$ cat config.mk
export PLATFORM = sky130hd
export DESIGN_NAME = wbuf_fwd
export DESIGN_NICKNAME = d
export VERILOG_FILES = /design/src/rtl/wbf_pkg.sv /design/src/rtl/wbf_store.sv /design/src/rtl/wbf_idle.sv /design/src/rtl/wbuf_fwd.sv
export SDC_FILE = /design/constraint.sdc
export NUM_CORES = 1
export LEC_CHECK = 0
export BUFFER_PORTS_ARGS = -buffer_cell sky130_fd_sc_hd__buf_2
export CAP_MARGIN = 20
export CORE_MARGIN = 5
export CORE_UTILIZATION = 30
export CTS_CLUSTER_DIAMETER = 100
export DETAILED_ROUTE_END_ITERATION = 8
export PLACE_DENSITY = 0.58
export SETUP_SLACK_MARGIN = 0.05
export SYNTH_ARGS = -nofsm -noshare
export SYNTH_HDL_FRONTEND = slang
export SYNTH_SLANG_ARGS = --single-unit
$ cat constraint.sdc
create_clock -name clk -period 6.93 [get_ports clk]
set_input_delay 0.3465 -clock clk [delete_from_list [all_inputs] [get_ports clk]]
set_output_delay 0.3465 -clock clk [all_outputs]
set_load 0.1 [all_outputs]
$ cat src/rtl/wbf_pkg.sv
package wbf_pkg;
  typedef enum logic [1:0] {
    CMD_KEEP  = 2'd0,
    CMD_READ  = 2'd1,
    CMD_DRAIN = 2'd2,
    CMD_CLEAR = 2'd3
  } cmd_sel_t;
endpackage

$ cat src/rtl/wbf_store.sv
module wbf_store #(
  parameter int DEPTH = 4,
  parameter int AW    = 12,
  parameter int DW    = 16,
  localparam int PW   = $clog2(DEPTH),
  localparam int CW   = $clog2(DEPTH + 1)
) (
  input  logic          clk,
  input  logic          rst,
  input  logic          push,
  input  logic [AW-1:0] push_addr,
  input  logic [DW-1:0] push_data,
  input  logic          pop,
  input  logic [AW-1:0] look_addr,
  output logic [CW-1:0] fill,
  output logic [AW-1:0] head_addr,
  output logic [DW-1:0] head_data,
  output logic          hit,
  output logic [DW-1:0] hit_data
);
  logic [AW-1:0] addr_mem [DEPTH];
  logic [DW-1:0] data_mem [DEPTH];
  logic [PW-1:0] head_q, tail_q;
  logic [CW-1:0] fill_q;

  function automatic logic [PW-1:0] bump(input logic [PW-1:0] p);
    return (p == PW'(DEPTH - 1)) ? '0 : p + 1'b1;
  endfunction

  // entry storage: no reset, single write port
  always_ff @(posedge clk) begin
    if (push) begin
      addr_mem[tail_q] <= push_addr;
      data_mem[tail_q] <= push_data;
    end
  end

  always_ff @(posedge clk) begin
    if (rst) begin
      head_q <= '0;
      tail_q <= '0;
      fill_q <= '0;
    end else begin
      if (push) tail_q <= bump(tail_q);
      if (pop)  head_q <= bump(head_q);
      fill_q <= fill_q + CW'(push) - CW'(pop);
    end
  end

  // youngest-match search: walk from oldest to newest, later hits win
  always_comb begin
    int slot;
    hit      = 1'b0;
    hit_data = '0;
    for (int k = DEPTH; k >= 1; k--) begin
      slot = int'(tail_q) - k;
      if (slot < 0) slot = slot + DEPTH;
      if (CW'(k) <= fill_q && addr_mem[slot] == look_addr) begin
        hit      = 1'b1;
        hit_data = data_mem[slot];
      end
    end
  end

  assign fill      = fill_q;
  assign head_addr = addr_mem[head_q];
  assign head_data = data_mem[head_q];
endmodule

$ cat src/rtl/wbf_idle.sv
module wbf_idle #(
  parameter int TW = 8
) (
  input  logic          clk,
  input  logic          rst,
  input  logic          bus_idle,
  input  logic          req_seen,
  input  logic [TW-1:0] limit,
  output logic          expired
);
  logic [TW-1:0] quiet_q;

  always_ff @(posedge clk) begin
    if (rst || !bus_idle || req_seen) quiet_q <= '0;
    else if (quiet_q != '1)           quiet_q <= quiet_q + 1'b1;
  end

  assign expired = (quiet_q >= limit);
endmodule

$ cat src/rtl/wbuf_fwd.sv
module wbuf_fwd
  import wbf_pkg::*;
#(
  parameter int DEPTH = 4,
  parameter int AW    = 12,
  parameter int DW    = 16,
  parameter int TW    = 8,
  localparam int CW   = $clog2(DEPTH + 1)
) (
  input  logic          clk,
  input  logic          rst,
  input  logic          req_valid,
  output logic          req_ready,
  input  logic          req_write,
  input  logic [AW-1:0] req_addr,
  input  logic [DW-1:0] req_wdata,
  output logic          rsp_valid,
  output logic [DW-1:0] rsp_data,
  output logic          mem_valid,
  input  logic          mem_ready,
  output logic          mem_write,
  output logic [AW-1:0] mem_addr,
  output logic [DW-1:0] mem_wdata,
  input  logic          bus_idle,
  input  logic [TW-1:0] idle_limit
);
  logic [CW-1:0] fill_cnt, fill_next;
  logic [AW-1:0] head_addr;
  logic [DW-1:0] head_data, hit_data;
  logic          hit, idle_exp;
  logic          full, empty, slot_free;
  logic          rd_go, wr_go, rd_miss, drain_on, pop;
  logic          drain_q;
  cmd_sel_t      sel;

  logic          mem_valid_q, mem_write_q, rsp_valid_q;
  logic [AW-1:0] mem_addr_q;
  logic [DW-1:0] mem_wdata_q, rsp_data_q;

  wbf_store #(.DEPTH(DEPTH), .AW(AW), .DW(DW)) u_store (
    .clk(clk), .rst(rst),
    .push(wr_go), .push_addr(req_addr), .push_data(req_wdata),
    .pop(pop), .look_addr(req_addr),
    .fill(fill_cnt), .head_addr(head_addr), .head_data(head_data),
    .hit(hit), .hit_data(hit_data)
  );

  wbf_idle #(.TW(TW)) u_idle (
    .clk(clk), .rst(rst), .bus_idle(bus_idle), .req_seen(req_valid),
    .limit(idle_limit), .expired(idle_exp)
  );

  always_comb begin
    full      = (fill_cnt == CW'(DEPTH));
    empty     = (fill_cnt == '0);
    slot_free = !mem_valid_q || mem_ready;
    rd_go     = req_valid && !req_write && slot_free;
    wr_go     = req_valid && req_write && !full;
    rd_miss   = rd_go && !hit;
    drain_on  = drain_q || full || idle_exp;
    pop       = drain_on && !empty && slot_free && !rd_miss;
    fill_next = fill_cnt + CW'(wr_go) - CW'(pop);
    if (rd_miss)        sel = CMD_READ;
    else if (pop)       sel = CMD_DRAIN;
    else if (mem_ready) sel = CMD_CLEAR;
    else                sel = CMD_KEEP;
  end

  always_ff @(posedge clk) begin
    if (rst) begin
      drain_q     <= 1'b0;
      mem_valid_q <= 1'b0;
      mem_write_q <= 1'b0;
      mem_addr_q  <= '0;
      mem_wdata_q <= '0;
      rsp_valid_q <= 1'b0;
      rsp_data_q  <= '0;
    end else begin
      drain_q     <= drain_on && (fill_next != '0);
      rsp_valid_q <= rd_go && hit;
      if (rd_go && hit) rsp_data_q <= hit_data;
      unique case (sel)
        CMD_READ: begin
          mem_valid_q <= 1'b1;
          mem_write_q <= 1'b0;
          mem_addr_q  <= req_addr;
          mem_wdata_q <= '0;
        end
        CMD_DRAIN: begin
          mem_valid_q <= 1'b1;
          mem_write_q <= 1'b1;
          mem_addr_q  <= head_addr;
          mem_wdata_q <= head_data;
        end
        CMD_CLEAR: mem_valid_q <= 1'b0;
        default:   ;
      endcase
    end
  end

  assign req_ready = req_write ? !full : slot_free;
  assign rsp_valid = rsp_valid_q;
  assign rsp_data  = rsp_data_q;
  assign mem_valid = mem_valid_q;
  assign mem_write = mem_write_q;
  assign mem_addr  = mem_addr_q;
  assign mem_wdata = mem_wdata_q;
endmodule

# [Word-level counts from Yosys, hierarchy flattened]
# Memories as Yosys holds them, arrays and structs flattened. A register that Yosys moved wholly into a read port is not among the register bits.
# Index checks and enable logic that the tools add are counted.
[word_totals] wordCells=105 n_memories=2 ram_bits=112 ff_bits=63 inputBits=42
[op_classes] n_eq_ne=11 reduce_logical=31 addsub=13 muxes=28 magnitude_cmp=9
[mem_list] memory="u_store.data_mem" words=4 word_bits=16 read_ports=5 rd_ports_with_merged_regs=1 write_ports=1 line="wbf_store.sv:22" source="logic [DW-1:0] data_mem [DEPTH];"
[mem_list] memory="u_store.addr_mem" words=4 word_bits=12 read_ports=5 rd_ports_with_merged_regs=1 write_ports=1 line="wbf_store.sv:21" source="logic [AW-1:0] addr_mem [DEPTH];"
[op_table] op="$mux 16" count=4
[op_table] op="$eq 12x12->1" count=4
[op_table] op="$pmux 16 s2" count=1
[op_table] op="$mux 2" count=13
[op_table] op="$pmux 12 s2" count=1
[op_table] op="$logic_and 1x1->1" count=14
[op_table] op="$add 2x1->2 const B" count=6
[op_table] op="$lt 3x1->1 const B" count=3
[op_table] op="$add 8x1->8 const B" count=1
[op_table] op="$eq 2x2->1 const B" count=4
[op_table] op="$ge 8x8->1" count=1
[op_table] op="$ne 8x8->1 const B" count=1
[op_table] op="$logic_not 1->1" count=7
[op_table] op="$mux 1" count=7
[op_table] op="$le 2x3->1 const A" count=2
[op_table] op="$sub 2x2->3 const B" count=2
[op_table] op="$logic_or 1x1->1" count=5
[op_table] op="$lt 4x1->1 const B" count=1
[op_table] op="$pmux 1 s2" count=2
[op_table] op="$reduce_bool 2->1" count=2
[op_table] op="$sub 2x3->4 const B" count=1
[op_table] op="$add 3x1->3" count=1
[op_table] op="$eq 3x3->1 const B" count=1
[op_table] op="$le 1x3->1 const A" count=1
[op_table] op="other kinds (7)" count=7

# [Depth between registers and ports, before layout]
# Gate-level depths: netlist of the first run.
# An unclocked memory read counts as a cell.
[depth] ltp_word=19 depth_mapped=24 ltp_nobuf=17

# [Modules after synthesis]
# Synthesis of the first run repeated with hierarchy kept, for this count alone.
[unflattened] cells_unflattened=834 area_unflattened_um2=11299.6
[by_module_without_submodules] module="wbf_store" area_each_um2=8577.0 cells_each=533 instances=1 seq_area_each_um2=3543.4
[by_module_without_submodules] module="wbuf_fwd" area_each_um2=2127.0 cells_each=229 instances=1 seq_area_each_um2=960.9
[by_module_without_submodules] module="wbf_idle" area_each_um2=595.6 cells_each=72 instances=1 seq_area_each_um2=160.2

# [Worst setup path before layout of the first run]
# No wires, ideal clock.
[synth_path] kind="register to register" start="register u_store.tail_q[1]" end="register drain_q" stages_incl_launch_ff=23 path_slack_ps=1745 t_arrival_ps=5065 t_required_ps=6810 path_buffers=7 synth_period_minus_slack_ps=5185 path_cell_list="dfxtp_1 > buf_4 > buf_2 > buf_1 > clkbuf_1 > inv_1 > ha_1 > buf_4 > buf_6 > mux4_2 > xor2_1 > nor4_1 > nand4_1 > clkbuf_1 > nand2_1 > nor4_1 > nor2_2 > ha_1 > inv_1 > ha_1 > fa_1 > nor2b_1 > o31a_1"
[synth_via] elab_chain_len=17 word_cells_on_any_way=36 classes_between="add/sub (9); order compare (4); eq/ne (4); mux (8); reduce/logical (10); memory (1)"
[synth_lines] item="from (decl)" line="wbf_store.sv:23" source="logic [PW-1:0] head_q, tail_q;"
[synth_lines] item="from (signal assigned)" line="wbf_store.sv:44" source="if (push) tail_q <= bump(tail_q);"
[synth_lines] item="$sub 2x3->4" line="wbf_store.sv:56" source="slot = int'(tail_q) - k;"
[synth_lines] item="$lt 4x1->1 / $add 2x1->2 (equally long branches)" line="wbf_store.sv:57" source="if (slot < 0) slot = slot + DEPTH;"
[synth_lines] item="$mux 2" line="wbf_store.sv:57"
[synth_lines] item="$mem_v2 4x12 (*)"
[synth_lines] item="$eq 12x12->1" line="wbf_store.sv:58" source="if (CW'(k) <= fill_q && addr_mem[slot] == look_addr) begin"
[synth_lines] item="$logic_and 1x1->1" line="wbf_store.sv:58"
[synth_lines] item="$mux 1 (3 in a row)" line="wbf_store.sv:58"
[synth_lines] item="$mux 1 (*)" line="wbf_store.sv:58"
[synth_lines] item="$logic_not 1->1 (*)" line="wbuf_fwd.sv:59" source="rd_miss = rd_go && !hit;"
[synth_lines] item="$logic_and 1x1->1 (*)" line="wbuf_fwd.sv:59"
[synth_lines] item="$logic_not 1->1 (*)" line="wbuf_fwd.sv:61" source="pop = drain_on && !empty && slot_free && !rd_miss;"
[synth_lines] item="$logic_and 1x1->1 (*)" line="wbuf_fwd.sv:61"
[synth_lines] item="named net pop" line="wbuf_fwd.sv:32" source="logic rd_go, wr_go, rd_miss, drain_on, pop;"
[synth_lines] item="$sub 3x1->3 (*)" line="wbuf_fwd.sv:62" source="fill_next = fill_cnt + CW'(wr_go) - CW'(pop);"
[synth_lines] item="named net fill_next[1]" line="wbuf_fwd.sv:27" source="logic [CW-1:0] fill_cnt, fill_next;"
[synth_lines] item="$reduce_bool 3->1 (*)" line="wbuf_fwd.sv:79" source="drain_q <= drain_on && (fill_next != '0);"
[synth_lines] item="$logic_and 1x1->1 (*)" line="wbuf_fwd.sv:79"
[synth_lines] item="to (signal assigned)" line="wbuf_fwd.sv:79"
[synth_lines] item="to (decl)" line="wbuf_fwd.sv:33" source="logic drain_q;"
# The timed path passes the listed nets; every way through them passes the cells marked *.
# A chain may end at the register's enable or synchronous reset.

# [Worst setup path in the final report of the first run]
[layout_path] start="register u_store.tail_q[0]" end="register drain_q"
# Same word-level chain as after synthesis.

==> impl_metrics.tcl, run 1 <==
set metrics [dict create \
    outcome "completed" \
    clock_path_buffers 2 \
    synthArstFlopShare_pct 0 \
    wirelength_mm 28.09 \
    setup_viol 0 \
    finalSetupTns_ps 0 \
    drt_first_pass_iters 5 \
    start_util_pct 30.14 \
    critPathMaxFanout 41 \
    insertion_delay_ps 450 \
    n_fill_cell 3538 \
    relSlewSlack_pct 35.86 \
    wl_met1_mm 12.23 \
    ant_nets 0 \
    die-area_um2 40340 \
    core_area_um2 36260 \
    p_int_w 0.001872 \
    met3_length_mm 1.723 \
    drc 0 \
    hpwl_mm 19.12 \
    period_share_pct 67.82 \
    p_sw_w 0.0008293 \
    hold_path.class "input pin to flip-flop" \
    die_width_um 200.9 \
    syn_nets 887 \
    routed.top_layer "met5" \
    cts-root-buf "clkbuf_16" \
    place_congestion 0.8216 \
    finalHoldViolations 0 \
    fin_skew_ps 10.31 \
    cap_violations 0 \
    slew_viol_final 0 \
    cts_tree "done" \
    post_cts_buffers 0 \
    grt_pass1_vias 7219 \
    synth_cell_type_count 48 \
    yosysWarnings 0 \
    cts_resized 0 \
    grt_max_degree 66 \
    worstHoldStart "req_wdata[3]" \
    clkPwrFrac_pct 34.8 \
    grt_overflow 0 \
    antenna_found_initial 3 \
    multi_input_area_um2 5809 \
    cts.sinks 177 \
    fp-row-count 70 \
    cts_buffers 17 \
    dieHeight_um 200.9 \
    h-tree-depth 4 \
    worst_ir_drop_vdd_mv 0.1640 \
    endpoint_kind "flip-flop" \
    vias_per_cell 5.368 \
    ys_ff_latch 177 \
    place_inst 1327 \
    total_power_w 0.002701 \
    clock.fmax_mhz 212.8 \
    p_sw_share_pct 30.71 \
    p_per_area_nw_per_um2 218.3 \
    grt_pass1_wl_mm 43.90 \
    rsz0062_at_grt "no" \
    arrival_ps 5030 \
    worst_pin_slew_ps 962.1 \
    r2r_start "u_store.tail_q[0]" \
    min_period_ps 4700 \
    detail_route.wl_per_cell_um 20.65 \
    netlist_instances 822 \
    ys.flop_type "edfxtp_1" \
    grt_use_total_pct 13.83 \
    worstSetupStartpointType "flip-flop" \
    dr_wl_met2_mm 13.71 \
    io_pins 90 \
    final_cells 1360 \
    drive_gt1_share_pct 33.00 \
    power_frac_seq_pct 44.2 \
    layout.nets 943 \
    num_vias 7301 \
    area_growth_pct 13.19 \
    combPwrFrac_pct 21.1 \
    worstSetupPathType "flip-flop to flip-flop" \
    leakage_nw 4.186 \
    clk_pin_slew_ps 70 \
    synth_edf_count 112 \
    ys_seq_area_share_pct 42.68 \
    register_area_um2 4671 \
    avgSynthCellArea_um2 13.29 \
    drtIter0Drc 527 \
    startpoint "u_store.tail_q[0]" \
    hold_buffers 0 \
    cp.required_ps 7260 \
    syn_area_um2 10930 \
    port-buffer-count 89 \
]
[placed cells by master (no fill, tap or decap), types with 10 or more instances in the layout]
cell         n
mux4_2     130
a221oi_2    10
nand2_1     19
edfxtp_1   112
dfxtp_1     62
buf_4       19
buf_2       89
mux2i_1     37
nor2b_1     12
xor2_1      31
inv_1       34
ha_1        21
nor2_1      74
a22oi_1     16
clkbuf_16   17
xnor2_1     25
and3_1      15
a21oi_1     52
a211o_1     10
[worst max-delay path: stages, from the launching register on]
cell     delay (ps)
dfxtp_4         350
inv_2            80
ha_4            740
mux4_2          600
xor2_1          210
nor4_1           90
nand4_1         100
buf_4           270
nand2_1          80
nor4_1          470
nor2_2          150
ha_1            310
inv_1            40
ha_1            180
fa_1            410
nor2b_1         150
o31a_1          320
[per-layer routing]
metal,vias up,track usage [%]
met3,33,3.393
met1,3725,18.54
met5,-,0
met2,214,22.62
li1,3323,-
met4,6,3.663
[path summary, 6_finish.rpt]
check	to	slack (ps)	depth (start not counted)
setup / recovery	drain_q	2230	16
hold / removal	u_store.data_mem[1][3]	120	1
hold reg to reg	rsp_data[7]	460	2
setup reg to reg	drain_q	2230	16
[cell families (layout without fill, tap and decap cells)]
group                    count (synthesis)  count (layout)  share of synthesized area, %
XOR/XNOR                                56              56                         4.488
other                                    0               1                             0
AO/OA/AOI/OAI                          122             122                         7.957
flip-flops                             177             177                         42.68
buffers and inverters                  109             178                         4.454
AND/OR/NAND/NOR                        166             166                         7.328
multiplexers                           169             169                         30.39
adder cells (fa/ha/maj)                 23              23                         2.702
[state kept, by name (all words and copies together) (netlist names), 2 cells and up, named ones only]
name,cells
mem_wdata,16
u_store.fill,3
u_store.tail_q,2
u_store.data_mem,64
u_store.addr_mem,48
u_idle.quiet_q,8
rsp_data,16
u_store.head_q,2
mem_addr,12
[layout make-up]
type                       count  area share (%)
multi-input combinational    536           46.97
sequential                   177           37.76
inverter                      38           1.153
clock buffer                  17           3.439
clock inverter                15           1.173
timing repair buffer         108           4.754
antenna                        1         0.02023
tap                          468           4.734
[stage by stage]
stage	hold WS (ps)	area [um^2]	util [%]	worst slack [ps]
6_report	116.3	12370	34.11	2230
3_3_place_gp	449.3	11800	32.53	2387
3_5_place_dp	451.0	11800	32.53	2288
4_1_cts	99.07	12370	34.11	2263
2_1_floorplan	429.5	10930	-	1745
5_1_grt	109.3	12370	34.11	1922
[cells in the mapped netlist (all sizes together), types with 19 or more instances]
cell type | instances | area share, %
a21oi | 52 | 2.4
mux4 | 130 | 27
edfxtp | 112 | 31
ha | 22 | 2.5
clkbuf | 32 | 1.1
xnor2 | 25 | 2.0
nor2 | 75 | 2.6
xor2 | 31 | 2.5
buf | 39 | 2.0
nand2 | 19 | 0.65
dfxtp | 65 | 12
inv | 38 | 1.3
mux2i | 37 | 3.4
[power by group through the flow]
| stage | clock network, W | logic, W | registers [W] |
|---|---|---|---|
| final | 0.000939 | 0.000569 | 0.00119 |
| after global routing | 0.00100 | 0.000615 | 0.00120 |
| after CTS | 0.000962 | 0.000576 | 0.00119 |
| after detailed placement | 0 | 0.000574 | 0.00122 |
| after global placement | 0 | 0.000570 | 0.00122 |
| after floorplan | 0 | 0.000377 | 0.00129 |
No activity file was read; power rests on OpenSTA's default activity.
==> run 2: changes to the inputs <==
--- a/config.mk
+++ b/config.mk
@@ -11,7 +11,7 @@
 export CORE_UTILIZATION = 30
 export CTS_CLUSTER_DIAMETER = 100
 export DETAILED_ROUTE_END_ITERATION = 8
-export PLACE_DENSITY = 0.58
+export PLACE_DENSITY = 0.59
 export SETUP_SLACK_MARGIN = 0.05
 export SYNTH_ARGS = -nofsm -noshare
 export SYNTH_HDL_FRONTEND = slang
==> constraint.sdc (replaced) <==
create_clock -name clk -period 3.9 [get_ports clk]
set_input_delay 0.195 -clock clk [delete_from_list [all_inputs] [get_ports clk]]
set_output_delay 0.195 -clock clk [all_outputs]
set_load 0.1 [all_outputs]
==> impl_metrics.tcl, run 2 (synthesis gave the netlist of run 1 again) <==
set metrics [dict create \
    clkPwrFrac_pct 33.9 \
    clk_pin_slew_ps 70 \
    drtIter0Drc 575 \
    drive_gt1_share_pct 35.09 \
    io_pins 90 \
    cts_tree "done" \
    worst_ir_drop_vdd_mv 0.3024 \
    area_growth_pct 17.72 \
    grt_use_total_pct 14.02 \
    arrival_ps 4050 \
    relSlewSlack_pct 44.33 \
    core_area_um2 36260 \
    outcome "completed" \
    fin_skew_ps 15.95 \
    drc 0 \
    clock.fmax_mhz 268.4 \
    worstSetupPathType "flip-flop to flip-flop" \
    p_per_area_nw_per_um2 377.3 \
    register_area_um2 4671 \
    cp.required_ps 4220 \
    leakage_nw 4.425 \
    worst_pin_slew_ps 835.1 \
    place_congestion 0.8589 \
    critPathMaxStageDelay_ps 500 \
    hpwl_mm 19.49 \
    wirelength_mm 28.42 \
    num_vias 7498 \
    largest_reg_flops 64 \
    critPathMaxFanout 7 \
    ant_nets 0 \
    min_period_ps 3726 \
    multi_input_area_um2 5857 \
    detail_route.wl_per_cell_um 20.28 \
    cts_buffers 17 \
    grt_max_degree 69 \
    setup_viol 0 \
    finalHoldViolations 0 \
    layout.nets 984 \
    antenna_found_initial 5 \
    die_width_um 200.9 \
    cts.sinks 177 \
    hold_path.class "input pin to flip-flop" \
    total_power_w 0.004854 \
    cp_slowest_cell "mux4_2" \
    n_fill_cell 3471 \
    grt_pass1_wl_mm 44.97 \
    slew_viol_final 0 \
    p_sw_share_pct 28.88 \
    p_sw_w 0.001402 \
    die-area_um2 40340 \
    reg_top3 "u_store.data_mem x64, u_store.addr_mem x48" \
    endpoint_kind "flip-flop" \
    crit_family "adder cells" \
    port-buffer-count 89 \
    h-tree-depth 4 \
    rsz0062_at_grt "yes" \
    dieHeight_um 200.9 \
    grt_overflow 0 \
    clock_path_buffers 2 \
    cap_violations 0 \
    fp-row-count 70 \
    start_util_pct 30.14 \
    critPathBufInv 3 \
    worstSetupStartpointType "flip-flop" \
    drt_first_pass_iters 5 \
    grt_pass1_vias 7417 \
    combPwrFrac_pct 22.3 \
    vias_per_cell 5.352 \
    cts-root-buf "clkbuf_16" \
    insertion_delay_ps 440 \
    period_share_pct 95.53 \
    crit_path_cell_trace "inv_2 > ha_4 > buf_12 > mux4_2 > xor2_1 > nor4_2 > nand4_1 > nand2_4 > nor4_4 > nor2_2 > ha_1 > inv_1 > ha_2 > fa_2 > nor2b_4 > o31a_1" \
    top_register "u_store.data_mem" \
    layout_common_cells "mux4_2, edfxtp_1, buf_2, nor2_1, dfxtp_1" \
    p_int_w 0.003452 \
    layout_commonest_cell "mux4_2" \
    power_frac_seq_pct 43.8 \
    finalSetupTns_ps 0 \
]
==> run 2: cell count changes in the layout (fill, tap and decap cells not counted), sizes merged <==
cell         previous run  this run
buf                   108       133
dlygate4sd3             0        16
clkbuf                 17        23
clkinvlp                3         0
inv                    45        43
clkinv                  5         4
==> run 2: layout make-up <==
class,count,area share [%]
Antenna cell,1,0.01945
Clock buffer,23,3.900
Clock inverter,9,0.5155
Inverter,38,1.148
Multi-Input combinational cell,536,45.53
Sequential cell,177,36.31
Tap cell,468,4.552
Timing Repair Buffer,149,8.033
==> run 2: worst paths after layout <==
path | from | to | slack, ps | cells past startpoint
setup / recovery | u_store.tail_q[0] | drain_q | 170 | 16
hold / removal | req_addr[6] | u_store.addr_mem[2][6] | 120 | 1
setup reg to reg | u_store.tail_q[0] | drain_q | 170 | 16
hold reg to reg | rsp_data[7] | rsp_data[7] | 460 | 2
==> run 2: per-stage QoR <==
step	hold WS [ps]	instance area, um^2	instances	setup slack, ps	util, %
3_3_place_gp	411.5	12040	1347	57.04	33.20
3_5_place_dp	413.3	12040	1347	10.43	33.20
6_report	120.2	12860	1401	174.3	35.48
5_1_grt	115.7	12860	1401	22.11	35.48
4_1_cts	88.80	12800	1398	133.4	35.31
2_1_floorplan	262.9	11080	822	-418.2	-
==> run 2: metal layers <==
metal | track usage (%) | vias up | share of wire, %
li1 | - | 3407 | -
met1 | 19.15 | 3831 | 44
met2 | 22.26 | 212 | 48
met3 | 3.263 | 40 | 5.8
met4 | 4.474 | 8 | 1.6
met5 | 0 | - | 0.17
==> run 2: power by group through the flow <==
stage	sequential, W	combinational, W	clock [W]
6_report	0.00212	0.00108	0.00165
5_1_grt	0.00213	0.00117	0.00176
4_1_cts	0.00212	0.00108	0.00169
3_5_place_dp	0.00216	0.00105	0
3_3_place_gp	0.00216	0.00104	0
2_1_floorplan	0.00230	0.000691	0
==> run 2: repair_timing <==
| item | CTS | global route |
|---|---|---|
| hold buffers | 16 | 0 |
| hold endpoints to repair | 63 | 0 |
| resized for setup | 0 | 6 |
| setup endpoints to repair | 1 | 10 |
| buffers inserted | 3 | 1 |
| pin swaps | 1 | 5 |
==> run 3: changes to the inputs <==
--- a/config.mk
+++ b/config.mk
@@ -11,7 +11,9 @@
 export CORE_UTILIZATION = 30
 export CTS_CLUSTER_DIAMETER = 100
 export DETAILED_ROUTE_END_ITERATION = 8
+export GPL_TIMING_DRIVEN = 1
 export PLACE_DENSITY = 0.59
+export RECOVER_POWER = 50
 export SETUP_SLACK_MARGIN = 0.05
 export SYNTH_ARGS = -nofsm -noshare
 export SYNTH_HDL_FRONTEND = slang
==> impl_metrics.tcl, run 3 (synthesis gave the netlist of run 1 again) <==
set metrics [dict create \
    start_util_pct 30.14 \
    cp.required_ps 4220 \
    worstSetupStartpointType "flip-flop" \
    wl_met1_mm 12.78 \
    fin_hold_ws_ps 120.2 \
    startpoint "u_store.tail_q[0]" \
    endpoint_kind "flip-flop" \
    min_period_ps 3715 \
    core_area_um2 36260 \
    place_congestion 0.8589 \
    reg2regPathDepth 16 \
    fp-row-count 70 \
    num_vias 7514 \
    ant_nets 0 \
    layout_commonest_cell "mux4_2" \
    leakage_nw 4.158 \
    finalSetupTns_ps 0 \
    r2r_start "u_store.tail_q[0]" \
    cap_violations 0 \
    dr_wl_met2_mm 13.52 \
    finalHoldViolations 0 \
    layout.nets 984 \
    worstSetupPathType "flip-flop to flip-flop" \
    met3_length_mm 1.633 \
    wirelength_mm 28.51 \
    cts_tree "done" \
    cts.sinks 177 \
    slew_viol_final 0 \
    setup_viol 0 \
    grt_pass1_vias 7417 \
    die-area_um2 40340 \
    insertion_delay_ps 430 \
    outcome "completed" \
    detail_route.wl_per_cell_um 20.35 \
    vias_per_cell 5.363 \
    clk_pin_slew_ps 70 \
    die_width_um 200.9 \
    dieHeight_um 200.9 \
    grt_pass1_wl_mm 44.97 \
    drtIter0Drc 589 \
    n_fill_cell 3503 \
    cts-root-buf "clkbuf_16" \
    fin_skew_ps 10.20 \
    clock_path_buffers 2 \
    port-buffer-count 89 \
    hold_path.class "input pin to flip-flop" \
    arrival_ps 4040 \
    largest_reg_flops 64 \
    area_growth_pct 16.90 \
    routed.top_layer "met5" \
    layout_common_cells "mux4_2, edfxtp_1, nor2_1, clkbuf_1, dfxtp_1" \
    top_register "u_store.data_mem" \
    grt_overflow 0 \
    relSlewSlack_pct 17.55 \
    rsz0062_at_grt "yes" \
    drive_gt1_share_pct 27.36 \
    p_per_area_nw_per_um2 379.0 \
    drt_first_pass_iters 7 \
    io_pins 90 \
    grt_use_total_pct 14.02 \
    hpwl_mm 19.49 \
    worstHoldStart "req_addr[6]" \
    reg_top3 "u_store.data_mem x64, u_store.addr_mem x48" \
    min_path_cells 1 \
    worst_ir_drop_vdd_mv 0.3003 \
    cts_buffers 17 \
    critPathMaxFanout 7 \
    clock.fmax_mhz 269.2 \
    worst_pin_slew_ps 1242 \
    antenna_found_initial 5 \
    grt_max_degree 69 \
    h-tree-depth 4 \
    drc 0 \
    period_share_pct 95.25 \
]
[run 3: layout make-up]
type,count,area (um^2),share of cell area (%)
well taps,468,585.6,4.584
diodes,1,2.502,0.01959
multi-input cells,536,5857,45.85
flip-flops and latches,177,4671,36.56
repair buffers,149,943.4,7.385
inverters,38,147.6,1.156
clock inverters,9,66.31,0.5191
clock buffers,23,501.7,3.928
[run 3: timing repair]
item	CTS	global route
cloned	0	0
endpoints found under the hold margin	63	0
gates resized for setup	0	6
buffers inserted	3	1
pin swaps	1	5
endpoints found under the setup margin	1	10
hold buffers	16	0
[run 3: final timing paths]
kind                                  to  slack, ps
setup / recovery                 drain_q        190
hold / removal    u_store.addr_mem[2][6]        120
setup reg to reg                 drain_q        190
hold reg to reg              rsp_data[7]        460
[run 3: worst max-delay path: stages (launching register included)]
cell and delay (ps):
dfxtp_4 360, inv_2 50, ha_4 290, buf_12 140, mux4_2 500, xor2_1 160
nor4_2 300, nand4_1 220, nand2_4 120, nor4_4 50, nor2_2 110, ha_1 240
inv_1 70, ha_2 180, fa_2 440, nor2b_4 140, o31a_1 240
[run 3: where the power goes]
group	leakage [nW]	total (W)	switching [W]	internal (W)
clock	0.286	0.00164	0.000726	0.000918
combinational	2.33	0.00107	0.000610	0.000462
sequential	1.55	0.00213	0.0000643	0.00206
total	4.16	0.00484	0.00140	0.00344
[run 3: metrics by stage]
| step | instance area (um^2) | total power, W | worst slack [ps] | util (%) | std cells |
|---|---|---|---|---|---|
| final | 12770 | 0.004842 | 185.4 | 35.23 | 1401 |
| after global routing | 12770 | 0.005056 | 18.40 | 35.23 | 1401 |
| after CTS | 12800 | 0.004893 | 133.4 | 35.31 | 1398 |
| after detailed placement | 12040 | 0.003211 | 10.43 | 33.20 | 1347 |
| after global placement | 12040 | 0.003204 | 57.04 | 33.20 | 1347 |
| after floorplan | 11080 | 0.002990 | -418.2 | - | 822 |
[run 3: per-layer routing]
metal | up-vias | global-route usage, %
li1 | 3408 | -
met1 | 3829 | 19.15
met2 | 226 | 22.26
met3 | 43 | 3.263
met4 | 8 | 4.474
met5 | - | 0
